`src/rtl/fsb_pkg.sv`:
```
package fsb_pkg;

  typedef struct packed {
    logic open;     // start a new slot with the header symbol
    logic wr;       // append a payload symbol to the open slot
    logic rdStart;  // load read pointers from the store head
    logic rdAdv;    // an output beat was accepted
    logic finish;   // replay complete, empty the store
  } fsbStrobe_t;

  typedef enum logic [2:0] {
    ST_IDLE,
    ST_CAPT,
    ST_SKIP,
    ST_PLAY,
    ST_DONE
  } fsbState_t;

endpackage

```
`src/rtl/fsb_datapath.sv`:
```
module fsb_datapath
  import fsb_pkg::*;
#(
  parameter int SYM_W    = 8,
  parameter int MAX_PKTS = 4,
  parameter int MAX_LEN  = 10,
  localparam int CNT_W   = $clog2(MAX_PKTS + 1)
) (
  input  logic             clk,
  input  logic             rst,
  input  fsbStrobe_t       stb,
  input  logic [SYM_W-1:0] inData,
  output logic [SYM_W-1:0] outData,
  output logic             outSop,
  output logic             outEop,
  output logic             lastBeat,
  output logic             storeEmpty,
  output logic [CNT_W-1:0] storedCount
);

  localparam int PTR_W  = $clog2(MAX_PKTS);
  localparam int IDX_W  = $clog2(MAX_LEN + 1);
  localparam int SIDX_W = $clog2(MAX_LEN);

  logic [PTR_W-1:0] head, tail, curSlot, rdSlot;
  logic [CNT_W-1:0] count, rdLeft;
  logic [IDX_W-1:0] rdIdx;

  logic [IDX_W-1:0] slotLen [MAX_PKTS];
  logic [SYM_W-1:0] slotRd  [MAX_PKTS];

  logic [IDX_W-1:0] wrLen;
  logic             wrRoom;
  logic             lastSym;

  function automatic logic [PTR_W-1:0] nextPtr(input logic [PTR_W-1:0] p);
    return (p == PTR_W'(MAX_PKTS - 1)) ? '0 : p + 1'b1;
  endfunction

  assign wrLen  = slotLen[curSlot];
  assign wrRoom = wrLen < IDX_W'(MAX_LEN);

  // one storage slot per packet, each with its own length register
  for (genvar s = 0; s < MAX_PKTS; s++) begin : gSlot
    logic [SYM_W-1:0] symQ [MAX_LEN];
    logic [IDX_W-1:0] lenR;

    always_ff @(posedge clk) begin
      if (stb.open && tail == PTR_W'(s)) begin
        symQ[0] <= inData;
        lenR    <= IDX_W'(1);
      end else if (stb.wr && wrRoom && curSlot == PTR_W'(s)) begin
        symQ[wrLen[SIDX_W-1:0]] <= inData;
        lenR                    <= wrLen + 1'b1;
      end
    end

    assign slotLen[s] = lenR;
    assign slotRd[s]  = symQ[rdIdx[SIDX_W-1:0]];
  end

  assign lastSym     = (rdIdx + 1'b1) == slotLen[rdSlot];
  assign lastBeat    = lastSym && (rdLeft == CNT_W'(1));
  assign outData     = slotRd[rdSlot];
  assign outSop      = rdIdx == '0;
  assign outEop      = lastSym;
  assign storeEmpty  = count == '0;
  assign storedCount = count;

  always_ff @(posedge clk) begin
    if (rst) begin
      head    <= '0;
      tail    <= '0;
      curSlot <= '0;
      count   <= '0;
      rdSlot  <= '0;
      rdIdx   <= '0;
      rdLeft  <= '0;
    end else begin
      if (stb.open) begin
        curSlot <= tail;
        tail    <= nextPtr(tail);
        if (count == CNT_W'(MAX_PKTS)) head <= nextPtr(head);
        else                           count <= count + 1'b1;
      end
      if (stb.rdStart) begin
        rdSlot <= head;
        rdIdx  <= '0;
        rdLeft <= count;
      end else if (stb.rdAdv) begin
        if (lastSym) begin
          rdSlot <= nextPtr(rdSlot);
          rdIdx  <= '0;
          rdLeft <= rdLeft - 1'b1;
        end else begin
          rdIdx <= rdIdx + 1'b1;
        end
      end
      if (stb.finish) begin
        head  <= tail;
        count <= '0;
      end
    end
  end

endmodule

```
`src/rtl/fsb_control.sv`:
```
module fsb_control
  import fsb_pkg::*;
#(
  parameter int TYPE_W    = 4,
  parameter int CTRL_TYPE = 15,
  parameter bit KEEP_CTRL = 1'b1
) (
  input  logic              clk,
  input  logic              rst,
  input  logic              inValid,
  input  logic              inSop,
  input  logic              inEop,
  input  logic [TYPE_W-1:0] inType,
  input  logic              relStrobe,
  input  logic              dropStrobe,
  input  logic              outReady,
  input  logic              storeEmpty,
  input  logic              lastBeat,
  output logic              inReady,
  output logic              outValid,
  output logic              relDone,
  output fsbStrobe_t        stb
);

  fsbState_t state, stateNext;
  logic releaseGo, beat, keepIt;

  assign releaseGo = relStrobe && !dropStrobe && (state == ST_IDLE);
  assign inReady   = ((state == ST_IDLE) && !releaseGo) ||
                     (state == ST_CAPT) || (state == ST_SKIP);
  assign beat      = inValid && inReady;
  assign keepIt    = KEEP_CTRL || (inType != TYPE_W'(CTRL_TYPE));
  assign outValid  = state == ST_PLAY;
  assign relDone   = state == ST_DONE;

  always_comb begin
    stb       = '0;
    stateNext = state;
    unique case (state)
      ST_IDLE: begin
        if (releaseGo) begin
          if (storeEmpty) stateNext = ST_DONE;
          else begin
            stb.rdStart = 1'b1;
            stateNext   = ST_PLAY;
          end
        end else if (beat && inSop) begin
          if (keepIt) begin
            stb.open = 1'b1;
            if (!inEop) stateNext = ST_CAPT;
          end else if (!inEop) begin
            stateNext = ST_SKIP;
          end
        end
      end
      ST_CAPT: begin
        if (beat) begin
          stb.wr = 1'b1;
          if (inEop) stateNext = ST_IDLE;
        end
      end
      ST_SKIP: begin
        if (beat && inEop) stateNext = ST_IDLE;
      end
      ST_PLAY: begin
        if (outReady) begin
          stb.rdAdv = 1'b1;
          if (lastBeat) begin
            stb.finish = 1'b1;
            stateNext  = ST_DONE;
          end
        end
      end
      ST_DONE: stateNext = ST_IDLE;
      default: stateNext = ST_IDLE;
    endcase
  end

  always_ff @(posedge clk) begin
    if (rst) state <= ST_IDLE;
    else     state <= stateNext;
  end

endmodule

```
`src/rtl/frame_side_buffer.sv`:
```
module frame_side_buffer
  import fsb_pkg::*;
#(
  parameter int SYM_W     = 8,
  parameter int TYPE_W    = 4,
  parameter int MAX_PKTS  = 4,
  parameter int MAX_LEN   = 10,
  parameter int CTRL_TYPE = 15,
  parameter bit KEEP_CTRL = 1'b1
) (
  input  logic             clk,
  input  logic             rst,
  input  logic             inValid,
  output logic             inReady,
  input  logic             inSop,
  input  logic             inEop,
  input  logic [SYM_W-1:0] inData,
  input  logic             relStrobe,
  input  logic             dropStrobe,
  output logic             outValid,
  input  logic             outReady,
  output logic             outSop,
  output logic             outEop,
  output logic [SYM_W-1:0] outData,
  output logic             relDone
);

  localparam int CNT_W = $clog2(MAX_PKTS + 1);

  fsbStrobe_t       stb;
  logic             storeEmpty, lastBeat;
  logic [CNT_W-1:0] storedCount;

  fsb_control #(
    .TYPE_W   (TYPE_W),
    .CTRL_TYPE(CTRL_TYPE),
    .KEEP_CTRL(KEEP_CTRL)
  ) uCtl (
    .clk       (clk),
    .rst       (rst),
    .inValid   (inValid),
    .inSop     (inSop),
    .inEop     (inEop),
    .inType    (inData[TYPE_W-1:0]),
    .relStrobe (relStrobe),
    .dropStrobe(dropStrobe),
    .outReady  (outReady),
    .storeEmpty(storeEmpty),
    .lastBeat  (lastBeat),
    .inReady   (inReady),
    .outValid  (outValid),
    .relDone   (relDone),
    .stb       (stb)
  );

  fsb_datapath #(
    .SYM_W   (SYM_W),
    .MAX_PKTS(MAX_PKTS),
    .MAX_LEN (MAX_LEN)
  ) uDp (
    .clk        (clk),
    .rst        (rst),
    .stb        (stb),
    .inData     (inData),
    .outData    (outData),
    .outSop     (outSop),
    .outEop     (outEop),
    .lastBeat   (lastBeat),
    .storeEmpty (storeEmpty),
    .storedCount(storedCount)
  );

endmodule

```
`config.mk`:
```
export PLATFORM = sky130hd
export DESIGN_NAME = frame_side_buffer
export DESIGN_NICKNAME = d
export VERILOG_FILES = /design/src/rtl/fsb_pkg.sv /design/src/rtl/fsb_datapath.sv /design/src/rtl/fsb_control.sv /design/src/rtl/frame_side_buffer.sv
export SDC_FILE = /design/constraint.sdc
export NUM_CORES = 1
export LEC_CHECK = 0
export ABC_CLOCK_PERIOD_IN_PS = 3010
export CAP_MARGIN = 5
export CORE_AREA = 2 2 255 257
export CTS_CLUSTER_SIZE = 30
export DETAILED_ROUTE_END_ITERATION = 6
export DIE_AREA = 0 0 257 259
export GPL_ROUTABILITY_DRIVEN = 0
export MAX_ROUTING_LAYER = met4
export PLACE_DENSITY_LB_ADDON = 0.05
export RECOVER_POWER = 25
export SLEW_MARGIN = 25
export SYNTH_ARGS = -nofsm -noshare
export SYNTH_HDL_FRONTEND = slang
export SYNTH_SLANG_ARGS = --single-unit
```
`constraint.sdc`:
```
create_clock -name clk -period 3.01 [get_ports clk]
set_input_delay 0.7525 -clock clk [delete_from_list [all_inputs] [get_ports clk]]
set_output_delay 0.7525 -clock clk [all_outputs]
set_load 0.03 [all_outputs]
```
After elaboration in Yosys (flattened, before gate mapping)
Memories as Yosys holds them, arrays and structs flattened. A register that Yosys moved wholly into a read port is not among the register bits.
Index checks and enable logic that the tools add are counted.
Widths: inputs -> output; s select.
- $mul: 0
- reduce and logical (&&, ||, !) cells: 39
- shifts and indexed selects: 0
- magnitude comparators: 3
- muxes and demuxes: 83
- equal/unequal tests: 22
- divide/modulo/power cells: 0
- add/subtract/negate cells: 7
- bitwise gates (word level): 3
- operators by type and width (kind ; count):
    $mux 4 ; 17
    $mux 8 ; 6
    $mux 3 ; 12
    $mux 1 ; 33
    $reduce_or 8->1 ; 4
    $mux 2 ; 11
    $bmux 4 s2 ; 2
    $bmux 8 s2 ; 1
    $logic_and 1x1->1 ; 16
    $eq 2x2->1 const B ; 6
    $pmux 3 s4 ; 1
    $add 4x1->4 const B ; 2
    $reduce_bool 2->1 ; 4
    $reduce_and 7->1 ; 1
    $add 2x1->2 const B ; 3
    $eq 3x1->1 const B ; 2
    $eq 3x2->1 const B ; 2
    $eq 3x3->1 const B ; 2
    $ge 3x3->1 const B ; 2
    $logic_not 3->1 ; 2
    $ne 2x1->1 const B ; 3
    $ne 3x2->1 const B ; 2
    $not 2->3 ; 2
    $reduce_and 2->1 ; 3
    other kinds (12) ; 18
- memories: 4
- word-level logic and storage cells: 173
- output and inout port bits: 13
- register bits after elaboration: 37
- memory bits (read-only): 0
- latch bits: 0
- input bits: 16
- RAM bits: 320
- memory list (memory ; words ; width ; rd ports ; clocked after memory_dff ; wr ports ; RTL line ; source):
    uDp.gSlot[0].symQ ; 10 ; 8 ; 1 ; 1 ; 1 ; fsb_datapath.sv:45 ; logic [SYM_W-1:0] symQ [MAX_LEN];
    uDp.gSlot[1].symQ ; 10 ; 8 ; 1 ; 1 ; 1 ; fsb_datapath.sv:45 ;
    uDp.gSlot[2].symQ ; 10 ; 8 ; 1 ; 1 ; 1 ; fsb_datapath.sv:45 ;
    uDp.gSlot[3].symQ ; 10 ; 8 ; 1 ; 1 ; 1 ; fsb_datapath.sv:45 ;

Longest topological paths before layout
Gate-level depths: netlist of the first run.
- word-level depth: 17
- mapped depth: 8
- depth with buffers taken out: 7

Cells and area by module
A second synthesis of the first run with hierarchy kept.
- cell total of the unflattened synthesis: 806
- area, all modules: 14687.8 um2
- modules (own cells, without submodules) (module ; cells an instance ; seq. area each (um2) ; area each (um2) ; times used):
    fsb_datapath ; 772 ; 10369.9 ; 14410.1 ; 1
    fsb_control ; 34 ; 60.1 ; 277.8 ; 1

Worst setup path after synthesis of the first run
No wires, ideal clock.
- path kind: reg-to-output
- start: reg (tool-made name)
- end: out outData[0]
- cell stages (with the launch flop): 6
- data required time: 2257 ps
- arrival: 2292 ps
- setup slack: -34 ps
- path buffers: 2
- cells stage by stage: dfxtp_1 clkbuf_1 clkbuf_1 mux4_2 mux4_2 mux4_2
- RTL lines (element ; RTL line ; source):
    end, declared ; frame_side_buffer.sv:24 ; output logic [SYM_W-1:0] outData,

==> flow_metrics.env, run 1 <==
export IMPL_status="complete, but fails checks"
export IMPL_violations="max-capacitance violations, max-slew violations, negative setup slack"
export IMPL_layout_commonest_cell="edfxtp_1"
export IMPL_die_x_um=257
export IMPL_grt_start_max_net_pins=41
export IMPL_synthArstFlopShare_pct=0
export IMPL_placed_area_mm2=0.0164
export IMPL_hp_start="uDp.gSlot[1].lenR[3]"
export IMPL_fin_crit_sh_pct=126
export IMPL_syn_nets=774
export IMPL_internal_power_w=0.00895
export IMPL_cts_tree="done"
export IMPL_p_sw_w=0.00281
export IMPL_endpoint_kind="output pin"
export IMPL_synth_seq_cells=361
export IMPL_grt_usage_pct=12.7
export IMPL_p_leak_nw=5.60
export IMPL_firstDrtPassIters=4
export IMPL_path_clk_slew_ps=60
export IMPL_slew_headroom_pct=-35.9
export IMPL_syn_to_final_growth_pct=23.7
export IMPL_ys_types=48
export IMPL_synthXorXnorAreaFrac_pct=0.638
export IMPL_comb_power_share_pct=9.1
export IMPL_synth_simple_area_share_pct=4.43
export IMPL_insertion_delay_ps=580
export IMPL_max_clock_freq_mhz=263
export IMPL_start_util_pct=22.7
export IMPL_hp_class="reg -> reg"
export IMPL_synth_top_family_by_area="multiplexers"
export IMPL_grtUsageMet1_pct=16.3
export IMPL_setup_worst_path_class="reg -> out"
export IMPL_avgSynthCellArea_um2=19.5
export IMPL_fin_skew_ps=27.4
export IMPL_critPathCapture="outData[6]"
export IMPL_grt_pass1_wl_mm=58.8
export IMPL_core_mm2=0.0639
export IMPL_final_setup_viol_count=9
export IMPL_place_worst_setup_slack_ps=-316
export IMPL_tightestPinTransition_ps=2040
export IMPL_vias=7521
export IMPL_finalMaxSlewViolations=246
export IMPL_syn_area_mm2=0.0145
export IMPL_final_util_pct=28.1
export IMPL_hold_viol_final=0
export IMPL_pin_count=29
export IMPL_root_buffer="clkbuf_16"
export IMPL_maxCapViolCount=6
export IMPL_routed_via_density=4.27
export IMPL_die_h_um=259
export IMPL_wl_per_cell_um=23.2
export IMPL_cp_required_ps=2260
export IMPL_antenna_left=0
export IMPL_met3_usage_pct=2.09
export IMPL_grt_pass1_vias=8038
export IMPL_rows=93
export IMPL_dp_hpwl_mm=27.3
export IMPL_clock_sinks=361
export IMPL_top_usage_layer="met2"
export IMPL_synthFlopType="edfxtp_1"
export IMPL_cts_made_buffers=44
export IMPL_worstPathArrival_ps=3050
export IMPL_reg2regPathDepth=8
export IMPL_regToRegSetupSlack_ps=460
export IMPL_synth_adder_area_share_pct=1.12
export IMPL_dieArea_mm2=0.0666
export IMPL_timing_final_ws_setup_ps=-794
export IMPL_powerDensity_mw_per_mm2=655
export IMPL_finalSetupTns_ps=-6170
export IMPL_critPathLaunchType="register"
export IMPL_critPathMaxFanout=5
export IMPL_clock_power_share_pct=43.4
export IMPL_synth_edf_count=320
export IMPL_gr_usage_met2_pct=20.6
export IMPL_drive_gt1_share_pct=32.2
export IMPL_synthCells=745
export IMPL_dr_first_iter_drc_count=437
export IMPL_ir_drop_v=0.000353
export IMPL_power_frac_seq_pct=47.5
export IMPL_yosysWarnings=0
export IMPL_finalInstanceArea_mm2=0.0180
export IMPL_final_cell_mix="edfxtp_1, mux4_2, buf_4"
export IMPL_clock_path_buffers=3
export IMPL_rsz0062_at_grt="true"
export IMPL_portBuffers=28
export IMPL_antenna_found_initial=0
export IMPL_seq_area_frac_synth_pct=71.8
export IMPL_synthMuxAreaShare_pct=18.4
export IMPL_totalWireLength_mm=40.8
export IMPL_r2r_start="uDp.rdSlot[0]"
export IMPL_cts_hold_buf=0
export IMPL_nNetsFinal=899
export IMPL_p_sw_share_pct=23.9
export IMPL_drc_errors=0
export IMPL_min_period_ps=3800
export IMPL_grt_overflow_total=0
export IMPL_power_w=0.0118
export IMPL_h_tree_depth=2
export IMPL_rr_endpoint="uDp.rdSlot[0]"
export IMPL_synth_compound_area_share_pct=2.05
[worst min path at each step]
| stage | cells past startpoint | slack [ps] | to |
|---|---|---|---|
| floorplan | 2 | 450 | uDp.gSlot[1].lenR[1] |
| global placement | 2 | 470 | uDp.gSlot[0].lenR[3] |
| detailed placement | 2 | 500 | uDp.gSlot[0].lenR[1] |
| CTS | 2 | 510 | uDp.gSlot[3].lenR[3] |
| global route | 2 | 520 | uDp.gSlot[2].lenR[3] |
| finish | 2 | 500 | uDp.gSlot[1].lenR[3] |
[metal layers]
metal | vias to the layer above | routed length [µm]
met5 | - | 0
li1 | 3296 | -
met1 | 4050 | 18700
met3 | 56 | 1160
met2 | 119 | 20000
met4 | 0 | 981
[synthesized netlist by cell type (all sizes together) (3+ instances only)]
cell,n,area share (%)
clkbuf,21,0.54
inv,12,0.31
mux2,3,0.23
xnor2,5,0.35
mux2i,11,0.76
nor3,7,0.24
nand4b,3,0.18
buf,20,0.69
edfxtp,320,66
nand3,20,0.69
ha,13,1.1
nand2,28,0.72
o21ai,21,0.72
nor2b,3,0.13
a21oi,12,0.41
mux4,112,17
dfxtp,41,5.7
nor2,56,1.4
nor3b,4,0.21
o311ai,3,0.18
[kinds of logic (layout without fill, tap and decap cells)]
kind of cell	count (synthesis)	in the layout
DFF	361	361
xor gates and xnor gates	8	8
and+or+nand+nor	136	136
buffers and inverters	53	212
adders and majority gates	13	13
AOI/OAI and AO/OA	48	48
muxes	126	126
other	0	1
[worst max-delay path, cell delays in order, from the launching register on]
cell and delay [ps]:
dfxtp_4 370, buf_8 140, buf_12 130, mux4_2 550, mux4_2 550, mux4_2 540
buf_6 170
[power groups by stage]
stage | clock, W | sequential, W | combinational, W
after floorplan | 0 | 0.00567 | 0.000563
after global placement | 0 | 0.00568 | 0.00100
after detailed placement | 0 | 0.00569 | 0.00102
after CTS | 0.00530 | 0.00558 | 0.00108
after global routing | 0.00548 | 0.00559 | 0.00115
final | 0.00510 | 0.00559 | 0.00107
[sequential cells by signal, summed over array words and instances, names as in the netlist, 3 cells and up, named ones only]
name / cells
uCtl.state: 3
uDp.storedCount: 3
uDp.rdLeft: 3
uDp.gSlot.lenR: 16
uDp.rdIdx: 4
uDp.gSlot.symQ: 320
[through the flow]
stage | std cells | hold WS (ps)
after floorplan | 745 | 453
after global placement | 1669 | 474
after detailed placement | 1669 | 500
after CTS | 1755 | 511
after global routing | 1759 | 523
final | 1760 | 502
[what timing repair did]
item	4_1_cts	5_1_grt
cloned	1	1
pin swaps	1	0
endpoints found under the setup margin	10	9
setup buffers	5	4
gates resized for setup	17	6
[cell type report]
class | count | area, µm²
fillers | 6313 | 45900
diodes | 1 | 2.50
inverters | 12 | 45.0
clock buffers | 56 | 1180
flip-flops and latches | 361 | 10400
multi-input cells | 331 | 3870
well taps | 855 | 1070
clock inverters | 24 | 214
repair buffers | 120 | 1130
No activity file was read; power rests on OpenSTA's default activity.
==> inputs of run 2 (changes only) <==
- CELL_PAD_IN_SITES_DETAIL_PLACEMENT: default -> 1
- CELL_PAD_IN_SITES_GLOBAL_PLACEMENT: default -> 1
- CTS_BUF_LIST: default -> sky130_fd_sc_hd__clkbuf_4 sky130_fd_sc_hd__clkbuf_8
- CTS_CLUSTER_DIAMETER: default -> 60
==> flow_metrics.env, run 2 (synthesized netlist as in run 1, its figures left out) <==
export IMPL_r2r_start="uDp.curSlot[1]"
export IMPL_slowest_delay_ps=550
export IMPL_whs_ps=504
export IMPL_wl_per_cell_um=24.4
export IMPL_violations="max-capacitance violations, max-slew violations, negative setup slack"
export IMPL_firstDrtPassIters=4
export IMPL_top_layer_used="met4"
export IMPL_h_tree_depth=2
export IMPL_totalWireLength_mm=43.1
export IMPL_top_register="uDp.gSlot.symQ"
export IMPL_vias=7496
export IMPL_fin_skew_ps=40.3
export IMPL_wl_met3_mm=1.54
export IMPL_start_util_pct=22.7
export IMPL_setup_worst_path_class="reg -> out"
export IMPL_multi_input_comb_area_mm2=0.00389
export IMPL_largest_register_ffs=320
export IMPL_cpMostUsedCell="mux4_2"
export IMPL_worstPathArrival_ps=3040
export IMPL_critical_path_slowest_cell="mux4_2"
export IMPL_dp_hpwl_mm=29.5
export IMPL_tightestPinTransition_ps=1950
export IMPL_critPathMaxFanout=10
export IMPL_cp_buffers_inverters=3
export IMPL_antenna_found_initial=9
export IMPL_dieArea_mm2=0.0666
export IMPL_clock_path_buffers=3
export IMPL_register_area_mm2=0.0104
export IMPL_drive_gt1_share_pct=33.3
export IMPL_critPathLaunchType="register"
export IMPL_crit_chain="buf_12, buf_12, mux4_2, mux4_2, mux4_2, buf_6"
export IMPL_portBuffers=28
export IMPL_min_period_ps=3790
export IMPL_finalMaxSlewViolations=183
export IMPL_maxCapViolCount=5
export IMPL_grt_usage_pct=13.7
export IMPL_p_leak_nw=5.41
export IMPL_dr_first_iter_drc_count=455
export IMPL_slew_headroom_pct=-30.2
export IMPL_routed_via_density=4.25
export IMPL_cts_made_buffers=40
export IMPL_die_h_um=259
export IMPL_cp_required_ps=2260
export IMPL_nFillCells=6596
export IMPL_die_x_um=257
export IMPL_final_setup_viol_count=8
export IMPL_powerDensity_mw_per_mm2=603
export IMPL_layout_commonest_cell="edfxtp_1"
export IMPL_antenna_left=0
export IMPL_path_clk_slew_ps=90
export IMPL_grt_pass1_wl_mm=62.9
export IMPL_routedLengthMet1_mm=19.2
export IMPL_endpoint_kind="output pin"
export IMPL_root_buffer="clkbuf_8"
export IMPL_clock_sinks=361
export IMPL_grt_overflow_total=0
export IMPL_cts_hold_buf=0
export IMPL_wl_met2_mm=21.5
export IMPL_hp_start="uDp.gSlot[3].lenR[1]"
export IMPL_max_clock_freq_mhz=264
export IMPL_timing_final_ws_setup_ps=-778
export IMPL_cp_top_family="multiplexers"
export IMPL_hp_class="reg -> reg"
export IMPL_status="complete, but fails checks"
export IMPL_drc_errors=0
export IMPL_insertion_delay_ps=640
export IMPL_rsz0062_at_grt="true"
export IMPL_fin_crit_sh_pct=126
export IMPL_final_cell_mix="edfxtp_1, mux4_2, buf_4"
export IMPL_rows=93
export IMPL_grt_start_max_net_pins=41
export IMPL_cts_tree="done"
export IMPL_reg_largest_list="uDp.gSlot.symQ (320), uDp.gSlot.lenR (16), uDp.rdIdx (4)"
export IMPL_hold_viol_final=0
export IMPL_ir_drop_v=0.000291
export IMPL_core_mm2=0.0639
export IMPL_grt_pass1_vias=8554
export IMPL_pin_count=29
export IMPL_syn_to_final_growth_pct=21.0
export IMPL_nNetsFinal=902
export IMPL_final_util_pct=27.5
-- run 2: final cells by class --
class,count,area share (%)
flip-flops and latches,361,59.4
clock buffers,42,3.29
repair buffers,127,6.59
inverters,12,0.256
diodes,3,0.0427
well taps,855,6.09
multi-input cells,331,22.1
clock inverters,31,2.20
-- run 2: what timing repair did --
action                                  in CTS  in global routing
pin swaps                                    4                  0
endpoints found under the setup margin      10                  9
resized for setup                           23                  1
buffers inserted                             6                  2
-- run 2: per-stage QoR --
| step | setup slack (ps) | TNS [ps] | power [W] | area (µm²) | cells |
|---|---|---|---|---|---|
| floorplan | 34.5 | 0 | 0.00623 | 14500 | 745 |
| global placement | -367 | -57550 | 0.00669 | 16500 | 1678 |
| detailed placement | -378 | -52820 | 0.00672 | 16500 | 1678 |
| CTS | -892 | -7020 | 0.0108 | 17600 | 1757 |
| global route | -924 | -7210 | 0.0111 | 17600 | 1761 |
| finish | -778 | -5990 | 0.0106 | 17600 | 1762 |
-- run 2: final timing paths --
path / to / slack [ps] / cells after the start
worst max-delay path: outData[0] / -780 / 6
worst min-delay path: uDp.gSlot[3].lenR[1] / 500 / 2
worst max register to register: uDp.gSlot[0].symQ[8][6] / 340 / 6
worst min register to register: uDp.gSlot[3].lenR[1] / 500 / 2
-- run 2: tightest hold or removal path, delay by kind of cell (launching register included) --
kind / cells / cell delay (ps)
AO/OA/AOI/OAI: 1 / 70
AND/OR/NAND/NOR: 1 / 60
flip-flops: 1 / 330
-- run 2: metal layers --
| metal | track usage, % | up-vias |
|---|---|---|
| met4 | 3.50 | 0 |
| met5 | - | - |
| met3 | 2.34 | 50 |
| met1 | 17.4 | 4040 |
| li1 | - | 3297 |
| met2 | 22.6 | 109 |
-- run 2: where the power goes --
| group | leakage, nW | switching [W] | total [W] | internal, W |
|---|---|---|---|---|
| combinational | 1.72 | 0.000675 | 0.00107 | 0.000395 |
| clock | 0.480 | 0.00209 | 0.00395 | 0.00186 |
| sequential | 3.21 | 0.0000518 | 0.00558 | 0.00552 |
| total | 5.41 | 0.00282 | 0.0106 | 0.00778 |
==> inputs of run 3 (changes only) <==
- CORE_AREA: 2 2 255 257 -> 2 2 207 209
- CTS_BUF_LIST: sky130_fd_sc_hd__clkbuf_4 sky130_fd_sc_hd__clkbuf_8 -> sky130_fd_sc_hd__clkbuf_8
- DIE_AREA: 0 0 257 259 -> 0 0 209 211
==> flow_metrics.env, run 3 (synthesized netlist as in run 1, its figures left out) <==
export IMPL_hp_class="reg -> reg"
export IMPL_largest_register_ffs=320
export IMPL_rsz0062_at_grt="true"
export IMPL_root_buffer="clkbuf_8"
export IMPL_regToRegSetupSlack_ps=340
export IMPL_die_h_um=211
export IMPL_dieArea_mm2=0.0441
export IMPL_antenna_left=0
export IMPL_routed_via_density=5.24
export IMPL_pin_count=29
export IMPL_maxCapViolCount=6
export IMPL_h_tree_depth=2
export IMPL_placed_area_mm2=0.0160
export IMPL_cp_top_family="multiplexers"
export IMPL_status="complete, but fails checks"
export IMPL_nFillCells=3967
export IMPL_path_clk_slew_ps=120
export IMPL_slew_headroom_pct=-43.1
export IMPL_reg_largest_list="uDp.gSlot.symQ (320), uDp.gSlot.lenR (16), uDp.rdIdx (4)"
export IMPL_min_period_ps=3850
export IMPL_worstPathArrival_ps=3100
export IMPL_critPathMaxFanout=6
export IMPL_syn_to_final_growth_pct=17.2
export IMPL_dp_hpwl_mm=24.7
export IMPL_cp_required_ps=2260
export IMPL_grt_start_max_net_pins=41
export IMPL_vias=7492
export IMPL_min_to="uDp.gSlot[2].lenR[1]"
export IMPL_portBuffers=28
export IMPL_cpMostUsedCell="mux4_2"
export IMPL_dr_first_iter_drc_count=584
export IMPL_finalInstanceArea_mm2=0.0170
export IMPL_grt_pass1_wl_mm=55.1
export IMPL_cp_buffers_inverters=3
export IMPL_finalMaxSlewViolations=246
export IMPL_wl_per_cell_um=26.5
export IMPL_drc_errors=0
export IMPL_whs_ps=500
export IMPL_final_cell_mix="edfxtp_1, mux4_2, buf_4"
export IMPL_max_clock_freq_mhz=260
export IMPL_fin_crit_sh_pct=128
export IMPL_p_leak_nw=5.34
export IMPL_r2r_start="uDp.curSlot[0]"
export IMPL_multi_input_comb_area_mm2=0.00388
export IMPL_register_area_mm2=0.0104
export IMPL_critical_path_slowest_cell="mux4_2"
export IMPL_crit_chain="buf_4, clkbuf_16, mux4_2, mux4_2, mux4_2, buf_6"
export IMPL_cp_num_cells=6
export IMPL_hp_start="uDp.gSlot[2].lenR[1]"
export IMPL_nNetsFinal=893
export IMPL_core_mm2=0.0418
export IMPL_cts_hold_buf=0
export IMPL_insertion_delay_ps=620
export IMPL_rr_endpoint="uDp.gSlot[2].symQ[0][1]"
export IMPL_start_util_pct=34.8
export IMPL_slowest_delay_ps=580
export IMPL_top_register="uDp.gSlot.symQ"
export IMPL_reg2regPathDepth=5
export IMPL_cts_made_buffers=34
export IMPL_drive_gt1_share_pct=32.4
export IMPL_firstDrtPassIters=6
export IMPL_grt_pass1_vias=8022
export IMPL_antenna_found_initial=0
export IMPL_fin_skew_ps=45.9
export IMPL_setup_worst_path_class="reg -> out"
export IMPL_final_setup_viol_count=8
export IMPL_place_worst_setup_slack_ps=-376
export IMPL_clock_path_buffers=3
export IMPL_violations="max-capacitance violations, max-slew violations, negative setup slack"
export IMPL_clock_sinks=361
export IMPL_timing_final_ws_setup_ps=-842
export IMPL_rows=75
export IMPL_cts_tree="done"
export IMPL_hold_viol_final=0
export IMPL_tightestPinTransition_ps=2150
export IMPL_ir_drop_v=0.000279
export IMPL_hold_depth=2
export IMPL_layout_commonest_cell="edfxtp_1"
export IMPL_totalWireLength_mm=37.8
export IMPL_critPathLaunchType="register"
export IMPL_powerDensity_mw_per_mm2=590
export IMPL_grt_overflow_total=0
export IMPL_grt_usage_pct=17.8
export IMPL_endpoint_kind="output pin"
export IMPL_die_x_um=209
## run 3: cell count changes in the layout (fill, tap and decap cells not counted), moves of 3 or more
cell,before,now
clkinv_1,4,0
clkbuf_8,42,37
dlygate4sd3_1,2,6
inv_16,0,3
clkbuf_16,0,4
buf_4,80,74
buf_12,12,6
bufinv_16,5,0
## run 3: final cells by class
class	count	share of cell area, %
diodes	1	0.0147
clock buffers	37	2.99
clock inverters	25	1.75
inverters	12	0.265
multi-input cells	331	22.8
flip-flops and latches	361	61.4
well taps	539	3.96
repair buffers	124	6.82
## run 3: through the flow
stage               power [W]  instances  setup TNS (ps)  utilization (%)
detailed placement    0.00667       1353           -2660             38.3
floorplan             0.00623        745               0                -
global placement      0.00664       1353           -3250             38.3
CTS                    0.0102       1418           -7230             40.3
finish                 0.0100       1430           -6580             40.7
global route           0.0104       1429           -7320             40.7
## run 3: report_power, final
group	switching [W]	internal [W]
Clock	0.00208	0.00134
Sequential	0.0000513	0.00553
Combinational	0.000644	0.000382
## run 3: repair_timing
| item | CTS | global route |
|---|---|---|
| setup buffers | 3 | 5 |
| resized for setup | 18 | 7 |
| cloned | 0 | 6 |
| pin swaps | 1 | 0 |
| endpoints found under the setup margin | 11 | 17 |
## run 3: worst max-delay path by stage
stage / startpoint / to / slack [ps]
after floorplan: uDp.rdSlot[0] / outData[0] / 30
after global placement: relStrobe / inReady / -380
after detailed placement: relStrobe / inReady / -380
after CTS: register / outData[2] / -940
after global routing: register / outData[1] / -920
final: register / outData[3] / -840
## run 3: per-layer routing
layer | track usage, % | vias up | share of wire [%]
met3 | 2.56 | 47 | 3.1
met1 | 24.4 | 4041 | 47
met2 | 28.2 | 127 | 48
met5 | - | - | 0
met4 | 4.48 | 0 | 1.7
li1 | - | 3277 | -
## run 3: tightest hold or removal path, delay by kind of cell, from the launching register on
family	cells	cell delay, ps
and+or+nand+nor	1	60
DFF	1	340
AOI/OAI and AO/OA	1	60
